### config.mk
export PLATFORM = sky130hd
export DESIGN_NAME = uart_regcore
export DESIGN_NICKNAME = d
export VERILOG_FILES = /design/src/rtl/uart_regcore_pkg.sv /design/src/rtl/uart_tx_shifter.sv /design/src/rtl/uart_rx_sampler.sv /design/src/rtl/uart_regcore.sv
export SDC_FILE = /design/constraint.sdc
export NUM_CORES = 1
export LEC_CHECK = 0
export BUFFER_PORTS_ARGS = -buffer_cell sky130_fd_sc_hd__buf_2
export CORE_MARGIN = 10
export CORE_UTILIZATION = 50
export CTS_CLUSTER_DIAMETER = 50
export DETAILED_ROUTE_END_ITERATION = 12
export PLACE_DENSITY = 0.75
export SLEW_MARGIN = 40
export SYNTH_ARGS = -nofsm -noshare
export SYNTH_HDL_FRONTEND = slang
export SYNTH_SLANG_ARGS = --single-unit
### constraint.sdc
create_clock -name clk -period 1.82 [get_ports clk]
set_clock_uncertainty 0.15 [all_clocks]
set_input_delay 0.273 -clock clk [delete_from_list [all_inputs] [get_ports clk]]
set_output_delay 0.273 -clock clk [all_outputs]
set_load 0.01 [all_outputs]
### src/rtl/uart_regcore_pkg.sv
`timescale 1ns/1ps
package uart_regcore_pkg;
   // word indices of the register bank
   localparam int IDX_BAUD  = 0;
   localparam int IDX_TXD   = 1;
   localparam int IDX_RXD   = 2;
   localparam int IDX_CTRL  = 3;
   localparam int IDX_IEN   = 4;
   localparam int IDX_STAT  = 5;
   localparam int IDX_GUARD = 6;
   localparam int IDX_TMO   = 7;
   localparam int IDX_TXFL  = 8;
   localparam int IDX_RXFL  = 9;

   // control and status bit positions
   localparam int CB_PAR  = 5;
   localparam int CB_RUN  = 7;
   localparam int CB_RXEN = 8;
   localparam logic [31:0] CTRL_MASK = 32'h0000_01BF;
   localparam int SB_RXF = 0;
   localparam int SB_TXF = 9;

   typedef struct packed {
      logic run;
      logic rx_en;
      logic par_odd;
   } ctrl_t;
endpackage

### src/rtl/uart_tx_shifter.sv
`timescale 1ns/1ps
module uart_tx_shifter #(
   parameter int DATA_W = 8,
   parameter int OVS    = 16
) (
   input  logic              clk,
   input  logic              rst_n,
   input  logic              run,
   input  logic              tick,
   input  logic              par_en,
   input  logic              hold_valid,
   input  logic [DATA_W-1:0] hold_data,
   output logic              load,
   output logic              tx_out
);
   localparam int CW = $clog2(OVS);
   localparam int FW = DATA_W + 3;
   localparam int IW = $clog2(FW + 1);

   logic          busy;
   logic [FW-1:0] sh;
   logic [CW-1:0] tcnt;
   logic [IW-1:0] bidx;
   logic [IW-1:0] last_idx;
   logic [FW-1:0] frame;

   assign last_idx = par_en ? IW'(FW - 1) : IW'(FW - 2);
   assign frame    = par_en ? {1'b1, ~^hold_data, hold_data, 1'b0}
                            : {2'b11, hold_data, 1'b0};
   assign load     = run && !busy && hold_valid;
   assign tx_out   = busy ? sh[0] : 1'b1;

   always_ff @(posedge clk) begin
      if (!rst_n || !run) begin
         busy <= 1'b0;
         sh   <= '1;
         tcnt <= '0;
         bidx <= '0;
      end else if (load) begin
         busy <= 1'b1;
         sh   <= frame;
         tcnt <= '0;
         bidx <= '0;
      end else if (busy && tick) begin
         if (tcnt == CW'(OVS - 1)) begin
            tcnt <= '0;
            if (bidx == last_idx) begin
               busy <= 1'b0;
            end else begin
               sh   <= {1'b1, sh[FW-1:1]};
               bidx <= bidx + 1'b1;
            end
         end else begin
            tcnt <= tcnt + 1'b1;
         end
      end
   end


   tx_bidx_range_chk: assert property (@(posedge clk) disable iff (!rst_n)
      busy |-> (bidx <= IW'(FW - 1)));
endmodule

### src/rtl/uart_rx_sampler.sv
`timescale 1ns/1ps
module uart_rx_sampler #(
   parameter int DATA_W      = 8,
   parameter int OVS         = 16,
   parameter int SYNC_STAGES = 2
) (
   input  logic              clk,
   input  logic              rst_n,
   input  logic              enable,
   input  logic              tick,
   input  logic              par_en,
   input  logic              rx_in,
   output logic              done,
   output logic [DATA_W-1:0] data
);
   localparam int CW  = $clog2(OVS);
   localparam int IW  = $clog2(DATA_W + 3);
   localparam int MID = OVS / 2 - 1;

   logic [SYNC_STAGES:0] chain;
   logic                 line;

   assign chain[0] = rx_in;
   for (genvar g = 0; g < SYNC_STAGES; g++) begin : g_sync
      always_ff @(posedge clk) begin
         if (!rst_n) chain[g+1] <= 1'b1;
         else        chain[g+1] <= chain[g];
      end
   end
   assign line = chain[SYNC_STAGES];

   logic              busy;
   logic              prev;
   logic              par_bit;
   logic [CW-1:0]     tcnt;
   logic [IW-1:0]     bidx;
   logic [DATA_W-1:0] shift;

   assign data = shift;

   always_ff @(posedge clk) begin
      if (!rst_n) begin
         busy    <= 1'b0;
         prev    <= 1'b1;
         par_bit <= 1'b0;
         tcnt    <= '0;
         bidx    <= '0;
         shift   <= '0;
         done    <= 1'b0;
      end else begin
         done <= 1'b0;
         if (!enable) begin
            busy <= 1'b0;
            prev <= 1'b1;
            tcnt <= '0;
            bidx <= '0;
         end else if (tick) begin
            prev <= line;
            if (!busy) begin
               if (prev && !line) begin
                  busy <= 1'b1;
                  tcnt <= '0;
                  bidx <= '0;
               end
            end else begin
               tcnt <= tcnt + 1'b1;
               if (tcnt == CW'(MID)) begin
                  if (bidx == '0) begin
                     if (line) busy <= 1'b0;
                     else      bidx <= bidx + 1'b1;
                  end else if (bidx <= IW'(DATA_W)) begin
                     shift <= {line, shift[DATA_W-1:1]};
                     bidx  <= bidx + 1'b1;
                  end else if (par_en && bidx == IW'(DATA_W + 1)) begin
                     par_bit <= line;
                     bidx    <= bidx + 1'b1;
                  end else begin
                     busy <= 1'b0;
                     if (line && (!par_en || par_bit == ~^shift))
                        done <= 1'b1;
                  end
               end
            end
         end
      end
   end


   rx_bidx_range_chk: assert property (@(posedge clk) disable iff (!rst_n)
      busy |-> (bidx <= IW'(DATA_W + 2)));

   rx_stop_high_chk: assert property (@(posedge clk) disable iff (!rst_n)
      done |-> $past(line));
endmodule

### src/rtl/uart_regcore.sv
`timescale 1ns/1ps
module uart_regcore
   import uart_regcore_pkg::*;
#(
   parameter int ADDR_W      = 4,
   parameter int BAUD_W      = 16,
   parameter int DATA_W      = 8,
   parameter int OVS         = 16,
   parameter int SYNC_STAGES = 2
) (
   input  logic              clk,
   input  logic              rst_n,
   input  logic              tick_16x,
   input  logic [ADDR_W-1:0] reg_addr,
   input  logic              reg_wr,
   input  logic              reg_rd,
   input  logic [31:0]       reg_wdata,
   output logic [31:0]       reg_rdata,
   input  logic              rx_in,
   output logic              tx_out,
   output logic [BAUD_W-1:0] baud_value,
   output logic              baud_run
);
   if (ADDR_W < 4)                            $error("ADDR_W must reach index 9");
   if (BAUD_W < 1 || BAUD_W > 32)             $error("BAUD_W out of range");
   if (DATA_W < 5 || DATA_W > 9)              $error("DATA_W out of range");
   if (OVS < 4 || (OVS & (OVS - 1)) != 0)     $error("OVS must be a power of two >= 4");
   if (SYNC_STAGES < 0 || SYNC_STAGES > 4)    $error("SYNC_STAGES out of range");

   logic [BAUD_W-1:0] baud_q;
   logic [31:0]       ctrl_q;
   ctrl_t             ctrl;
   logic [DATA_W-1:0] tx_hold, rx_hold, rx_data;
   logic              tx_full, rx_full, tx_load, rx_done;
   logic              wr_baud, wr_txd, wr_ctrl, wr_txfl, wr_rxfl, rd_rxd;

   assign ctrl.run     = ctrl_q[CB_RUN];
   assign ctrl.rx_en   = ctrl_q[CB_RXEN];
   assign ctrl.par_odd = ctrl_q[CB_PAR];

   assign wr_baud = reg_wr && reg_addr == ADDR_W'(IDX_BAUD);
   assign wr_txd  = reg_wr && reg_addr == ADDR_W'(IDX_TXD);
   assign wr_ctrl = reg_wr && reg_addr == ADDR_W'(IDX_CTRL);
   assign wr_txfl = reg_wr && reg_addr == ADDR_W'(IDX_TXFL) && reg_wdata[0];
   assign wr_rxfl = reg_wr && reg_addr == ADDR_W'(IDX_RXFL) && reg_wdata[0];
   assign rd_rxd  = reg_rd && reg_addr == ADDR_W'(IDX_RXD);

   assign baud_value = baud_q;
   assign baud_run   = ctrl.run;

   always_ff @(posedge clk) begin
      if (!rst_n) begin
         baud_q  <= '0;
         ctrl_q  <= '0;
         tx_hold <= '0;
         tx_full <= 1'b0;
         rx_hold <= '0;
         rx_full <= 1'b0;
      end else begin
         if (wr_baud) baud_q <= reg_wdata[BAUD_W-1:0];
         if (wr_ctrl) ctrl_q <= reg_wdata & CTRL_MASK;

         if (wr_txfl || tx_load) begin
            tx_full <= 1'b0;
         end else if (wr_txd && !tx_full) begin
            tx_hold <= reg_wdata[DATA_W-1:0];
            tx_full <= 1'b1;
         end

         if (rx_done) begin
            rx_hold <= rx_data;
            rx_full <= 1'b1;
         end else if (wr_rxfl || rd_rxd) begin
            rx_full <= 1'b0;
         end
      end
   end

   always_comb begin
      reg_rdata = '0;
      case (reg_addr)
         ADDR_W'(IDX_BAUD):  reg_rdata[BAUD_W-1:0] = baud_q;
         ADDR_W'(IDX_RXD):   reg_rdata[DATA_W-1:0] = rx_hold;
         ADDR_W'(IDX_CTRL):  reg_rdata = ctrl_q;
         ADDR_W'(IDX_STAT): begin
            reg_rdata[SB_RXF] = rx_full;
            reg_rdata[SB_TXF] = tx_full;
         end
         ADDR_W'(IDX_IEN), ADDR_W'(IDX_GUARD), ADDR_W'(IDX_TMO): reg_rdata = '0;
         default: reg_rdata = '0;
      endcase
   end

   uart_tx_shifter #(.DATA_W(DATA_W), .OVS(OVS)) tx_i (
      .clk(clk), .rst_n(rst_n), .run(ctrl.run), .tick(tick_16x),
      .par_en(ctrl.par_odd), .hold_valid(tx_full), .hold_data(tx_hold),
      .load(tx_load), .tx_out(tx_out));

   uart_rx_sampler #(.DATA_W(DATA_W), .OVS(OVS), .SYNC_STAGES(SYNC_STAGES)) rx_i (
      .clk(clk), .rst_n(rst_n), .enable(ctrl.run && ctrl.rx_en), .tick(tick_16x),
      .par_en(ctrl.par_odd), .rx_in(rx_in), .done(rx_done), .data(rx_data));


   tx_drop_chk: assert property (@(posedge clk) disable iff (!rst_n)
      (wr_txd && tx_full && !tx_load) |=> (tx_full && tx_hold == $past(tx_hold)));

   rx_set_chk: assert property (@(posedge clk) disable iff (!rst_n)
      rx_done |=> rx_full);

   rx_clear_chk: assert property (@(posedge clk) disable iff (!rst_n)
      (rd_rxd && !rx_done) |=> !rx_full);

   tx_flush_chk: assert property (@(posedge clk) disable iff (!rst_n)
      wr_txfl |=> !tx_full);

   idle_line_chk: assert property (@(posedge clk) disable iff (!rst_n)
      !ctrl.run |=> tx_out);
endmodule

== Yosys cells after proc, flatten, opt, wreduce, memory -nomap -nowiden ==
Index checks and enable logic that the tools add are counted.
Word-level totals
  bits in registers: 84
  bits of input ports: 42
  output and inout port bits: 50
  word-level logic and storage cells: 130
Operators by class
  add/subtract/negate cells: 4
  magnitude comparators: 1
  equal/unequal tests: 15
  mux-type cells: 35
  bitwise gates (word level): 9
  reduce and logical (&&, ||, !) cells: 47
Operators by type and width (number)
  2-to-1 mux 11 bit: 4
  2-to-1 mux 4 bit: 9
  one-hot mux 7 bit (3 select lines): 1
  adder 4 x 1 -> 4 bit, second input constant: 4
  == test 4 bit, second input constant: 4
  logical AND 1 bit: 16
  XNOR reduction 8 bit: 2
  2-to-1 mux 1 bit: 15
  2-to-1 mux 10 bit: 1
  nonzero test 2 bit: 5
  inverter 1 bit: 9
  AND reduction 3 bit: 3
  == test 4 x 2 -> 1 bit, second input constant: 2
  == test 4 x 3 -> 1 bit, second input constant: 2
  logical NOT 4 bit: 2
  OR reduction 8 bit: 1
  AND reduction 7 bit: 1
  logical NOT 1 bit: 6
  2-to-1 mux 6 bit: 1
  AND reduction 2 bit: 3
  AND reduction 6 bit: 1
  AND reduction 5 bit: 1
  == test 4 x 1 -> 1 bit, second input constant: 1
  == test 4 bit: 1
  other kinds (10): 16

== Depth between registers and ports, before layout ==
  depth in word-level cells: 7
  gate-level depth with buffers: 7

== Hierarchy ==
From an unflattened synthesis, not the netlist that was laid out.
Unflattened totals
  cell total of the unflattened synthesis: 500
  area, all modules: 4372.9 µm²
Modules (own cells, without submodules)
  uart_regcore: times used 1, cells each 249, area an instance 2142.1 µm², sequential area each 840.8 µm²
  uart_rx_sampler: times used 1, cells each 135, area an instance 1204.9 µm², sequential area each 440.4 µm²
  uart_tx_shifter: times used 1, cells each 116, area an instance 1026.0 µm², sequential area each 380.4 µm²

== Worst setup path before layout ==
OpenSTA, ideal clock, no wires.
  kind: input port to output port
  start point: input port reg_addr[0]
  end point: output port reg_rdata[0]
  data arrival time: 1.330 ns
  data required time: 1.397 ns
  slack: 0.067 ns
  cell stages on the path: 5
  buffers on the path: 2
  path through: buf_2 buf_1 and3_1 a21oi_1 o32ai_1
On the way
  cells in the longest elaborated chain, start to end: 2
  elaborated cells on any way between the ends: 5
  those cells by class: 3 x eq/ne; 1 x mux; 1 x reduce/logical
RTL lines
  start, declared: RTL line uart_regcore.sv:14  | input logic [ADDR_W-1:0] reg_addr,
  == test 4 x 3 -> 1 bit (tied with other cells): RTL line uart_regcore.sv:81  | case (reg_addr)
  one-hot mux 1 bit (4 select lines) *: RTL line uart_regcore.sv:81
  end, declared: RTL line uart_regcore.sv:18  | output logic [31:0] reg_rdata,
Mark *: on every way between the ends. The rest lies on a longest branch, timed or not.

== Final worst setup path ==
  start point: register ctrl_q[7]
  end point: output port reg_rdata[7]
On the way
  cells in the longest elaborated chain, start to end: 1
RTL lines
  start, declared: RTL line uart_regcore.sv:31  | logic [31:0] ctrl_q;
  start signal, assigned: RTL line uart_regcore.sv:61  | if (wr_ctrl) ctrl_q <= reg_wdata & CTRL_MASK;
  one-hot mux 7 bit (3 select lines): RTL line uart_regcore.sv:81
No other way between the ends.

==> impl_metrics.ini <==
[sta]
period_minus_slack_ns = 1.754
timing.setup.tns_ns = 0
rsz0062_at_grt = false
finalSetupViolations = 0
slew_violations = 0
relSlewSlack = 0.6115
final_hold_viol_count = 0
fin_crit_sh = 0.9637
max_freq_mhz = 570.1
worstMarginPinSlew_ns = 0.5789

[worst_setup_path]
arrival_ns = 1.33
cp_max_fo = 8
timing.rr.end = rx_i.bidx[2]$_SDFFE_PN0P_
crit_type = register to primary output
cp-endpoint = reg_rdata[7]
cp.required_ns = 1.40
cp-end-kind = primary output
start_kind = register
crit_start = ctrl_q[7]$_SDFFE_PN0P_
r2r_slack_ns = 0.07
rr_startpoint = rx_i.bidx[0]$_SDFFE_PN0P_
ff2ff_path_depth = 7

[clock_tree]
clk_pin_slew_ns = 0.08
root_buffer = clkbuf_8
cts_tree = done
clock-sinks = 83
ctsLongestPathBuffers = 2
htreeDepth = 3
clock_latency_ns = 0.35
cts_buffers = 9

[finish]
antenna_cells = 0
final_nets = 557
drive_above_1_share = 0.2490
syn_to_final_growth_pct = 18.21

[synth]
yosysUniqueCellTypes = 53
synthXorXnorAreaFrac = 0.05185
synth_top_cell_by_area = dfxtp_1
synth_mux_area_frac = 0.1549
async_flop_share = 0
synth_fa_ha_area_frac = 0.01852
synth_area_um2 = 4054
yosys-top-cells-area = dfxtp_1 41%, mux2i_1 12%, nor2b_1 5.4%
synthSimpleGateAreaFrac = 0.2185
ys_ff_latch = 83
ys_warn_count = 0
yosysSeqAreaShare = 0.4099
synth_compound_area_frac = 0.08858
synth_ff_type = dfxtp_1
syn_area_per_cell_um2 = 9.277
syn_inst = 437
synth_top_family_by_area = simple AND/OR/NAND/NOR gates
synth_edf_count = 0
synth_top_cell_area_share = 0.4099

[outcome]
outcome = completed

[power]
finalPower_uw = 3518
powerDensity_nw_per_um2 = 734.2
p_leak_uw = 0.001969
ir_drop_uv = 455.5

[grt]
first_global_vias = 3352
antenna_found_initial = 0
grt_start_max_net_pins = 48
grt_usage = 0.1605
grt_pass1_wl_um = 15750
grt_overflow_total = 0

[route]
dr.pass1.iters = 4
remaining_drc_errors = 0
ant_nets = 0
via_per_inst = 5.222
initialDrtViolationCount = 109
num_vias = 3217
wl_per_cell_um = 15.34
wirelength_um = 9450

[floorplan]
die_y_um = 110.0
coreArea_um2 = 7807
rows = 32
dieArea_um2 = 12110
start_util = 0.5192
die_width_um = 110.0
ioPinCount = 92

[min_path]
min_path_type = input pin to register

[place]
port_buffers = 59
dp.final_hpwl_um = 7059
gp_congestion = 0.8458

[run]
max-cap-violations = 0
==> placed cells by master, fill, tap and decap left out, drive strengths merged, types with 10 or more instances in the layout <==
| cell type | netlist | final |
|---|---|---|
| nand3 | 11 | 11 |
| and3 | 10 | 10 |
| clkbuf | 13 | 12 |
| nor2b | 35 | 35 |
| conb | 1 | 16 |
| nor2 | 26 | 26 |
| nand2 | 57 | 57 |
| mux2i | 47 | 47 |
| dfxtp | 83 | 83 |
| xnor2 | 17 | 17 |
| buf | 24 | 81 |
| a21boi | 17 | 17 |
| mux2 | 14 | 14 |
==> state kept, by name (all words and copies together), names as in the netlist, 8 cells and up <==
| signal | count |
|---|---|
| baud_value | 16 |
| tx_i.sh | 10 |
| ctrl_q | 8 |
| rx_hold | 8 |
| rx_i.data | 8 |
| tx_hold | 8 |
==> stage by stage <==
stage	instance area, um2	utilization	hold slack (ns)	setup WS [ns]	std cells
floorplan	4110	-	0.2245	0.06728	452
detailed placement	4488	0.5748	0.2457	-0.02093	597
finish	4792	0.6138	0.01736	0.06601	616
global placement	4488	0.5748	0.2412	0.04559	597
CTS	4757	0.6093	0.001504	0.006378	615
global route	4792	0.6138	0.04114	0.003962	616
==> critical path: stages, from the launching register on <==
cell and delay (ns):
dfxtp_2 0.37, mux2_2 0.28, a22oi_1 0.14, nor2_1 0.05, buf_2 0.14
==> power by group <==
group          switching, uW  internal [uW]
Clock                    648            847
Combinational            111           79.3
Sequential              10.4           1820
Total                    769           2750
==> kinds of logic (layout without fill, tap and decap cells) <==
family / count (synthesis) / in the layout
muxes: 61 / 61
adders and majority gates: 6 / 6
buffers and inverters: 41 / 103
AOI/OAI and AO/OA: 52 / 52
xor gates and xnor gates: 24 / 24
other: 1 / 16
and+or+nand+nor: 169 / 169
DFF: 83 / 83
==> cell usage after synthesis (2+ instances only) <==
cell type	n
a21boi_0	16
a21o_1	2
a21oi_1	9
a22oi_1	6
and3_1	10
and3b_1	2
and4_1	2
buf_1	2
buf_2	4
buf_4	17
clkbuf_1	13
dfxtp_1	83
ha_1	6
inv_1	4
mux2_2	14
mux2i_1	47
nand2_1	56
nand2b_1	3
nand3_1	10
nand3b_1	3
nand4_1	4
nand4b_1	3
nor2_1	24
nor2b_1	35
nor3_1	4
nor3b_1	2
o21a_1	2
o21ai_0	6
or2_2	2
xnor2_1	17
xor2_1	7
==> metal layers <==
metal  share of wire  track usage
met1            0.43       0.1902
met2            0.47       0.2591
met3           0.088      0.06268
met4           0.014      0.05669
met5               0            0
==> worst min-delay path by stage <==
stage                             start  slack [ns]  depth (start not counted)                          end
2_1_floorplan                     rx_in        0.22                          1     rx_i.chain[1]$_SDFF_PN1_
3_5_place_dp   rx_i.chain[1]$_SDFF_PN1_        0.25                          1         rx_i.line$_SDFF_PN1_
3_3_place_gp   rx_i.chain[1]$_SDFF_PN1_        0.24                          1         rx_i.line$_SDFF_PN1_
6_report                  reg_wdata[11]        0.02                          3  baud_value[11]$_SDFFE_PN0P_
4_1_cts                   reg_wdata[11]       0.002                          3  baud_value[11]$_SDFFE_PN0P_
5_1_grt                    reg_wdata[9]        0.04                          3   baud_value[9]$_SDFFE_PN0P_
==> repair_timing <==
| action | CTS | global route |
|---|---|---|
| pin swaps | 4 | 2 |
| endpoints found under the hold margin | 2 | 0 |
| buffers inserted | 1 | 1 |
| hold buffers | 2 | 0 |
| resized for setup | 6 | 12 |
| setup endpoints to repair | 10 | 20 |
| cloned | 0 | 0 |
==> area by class of cell <==
class                      count  area, um2
clock buffer                  12      155.1
clock inverter                 4      72.57
fill                         668       3015
inverter                       4      15.01
sequential                    83       1672
timing repair buffer          83      493.0
multi-input combinational    328       2257
tap                          102      127.6
No activity file was read; power rests on OpenSTA's default activity.
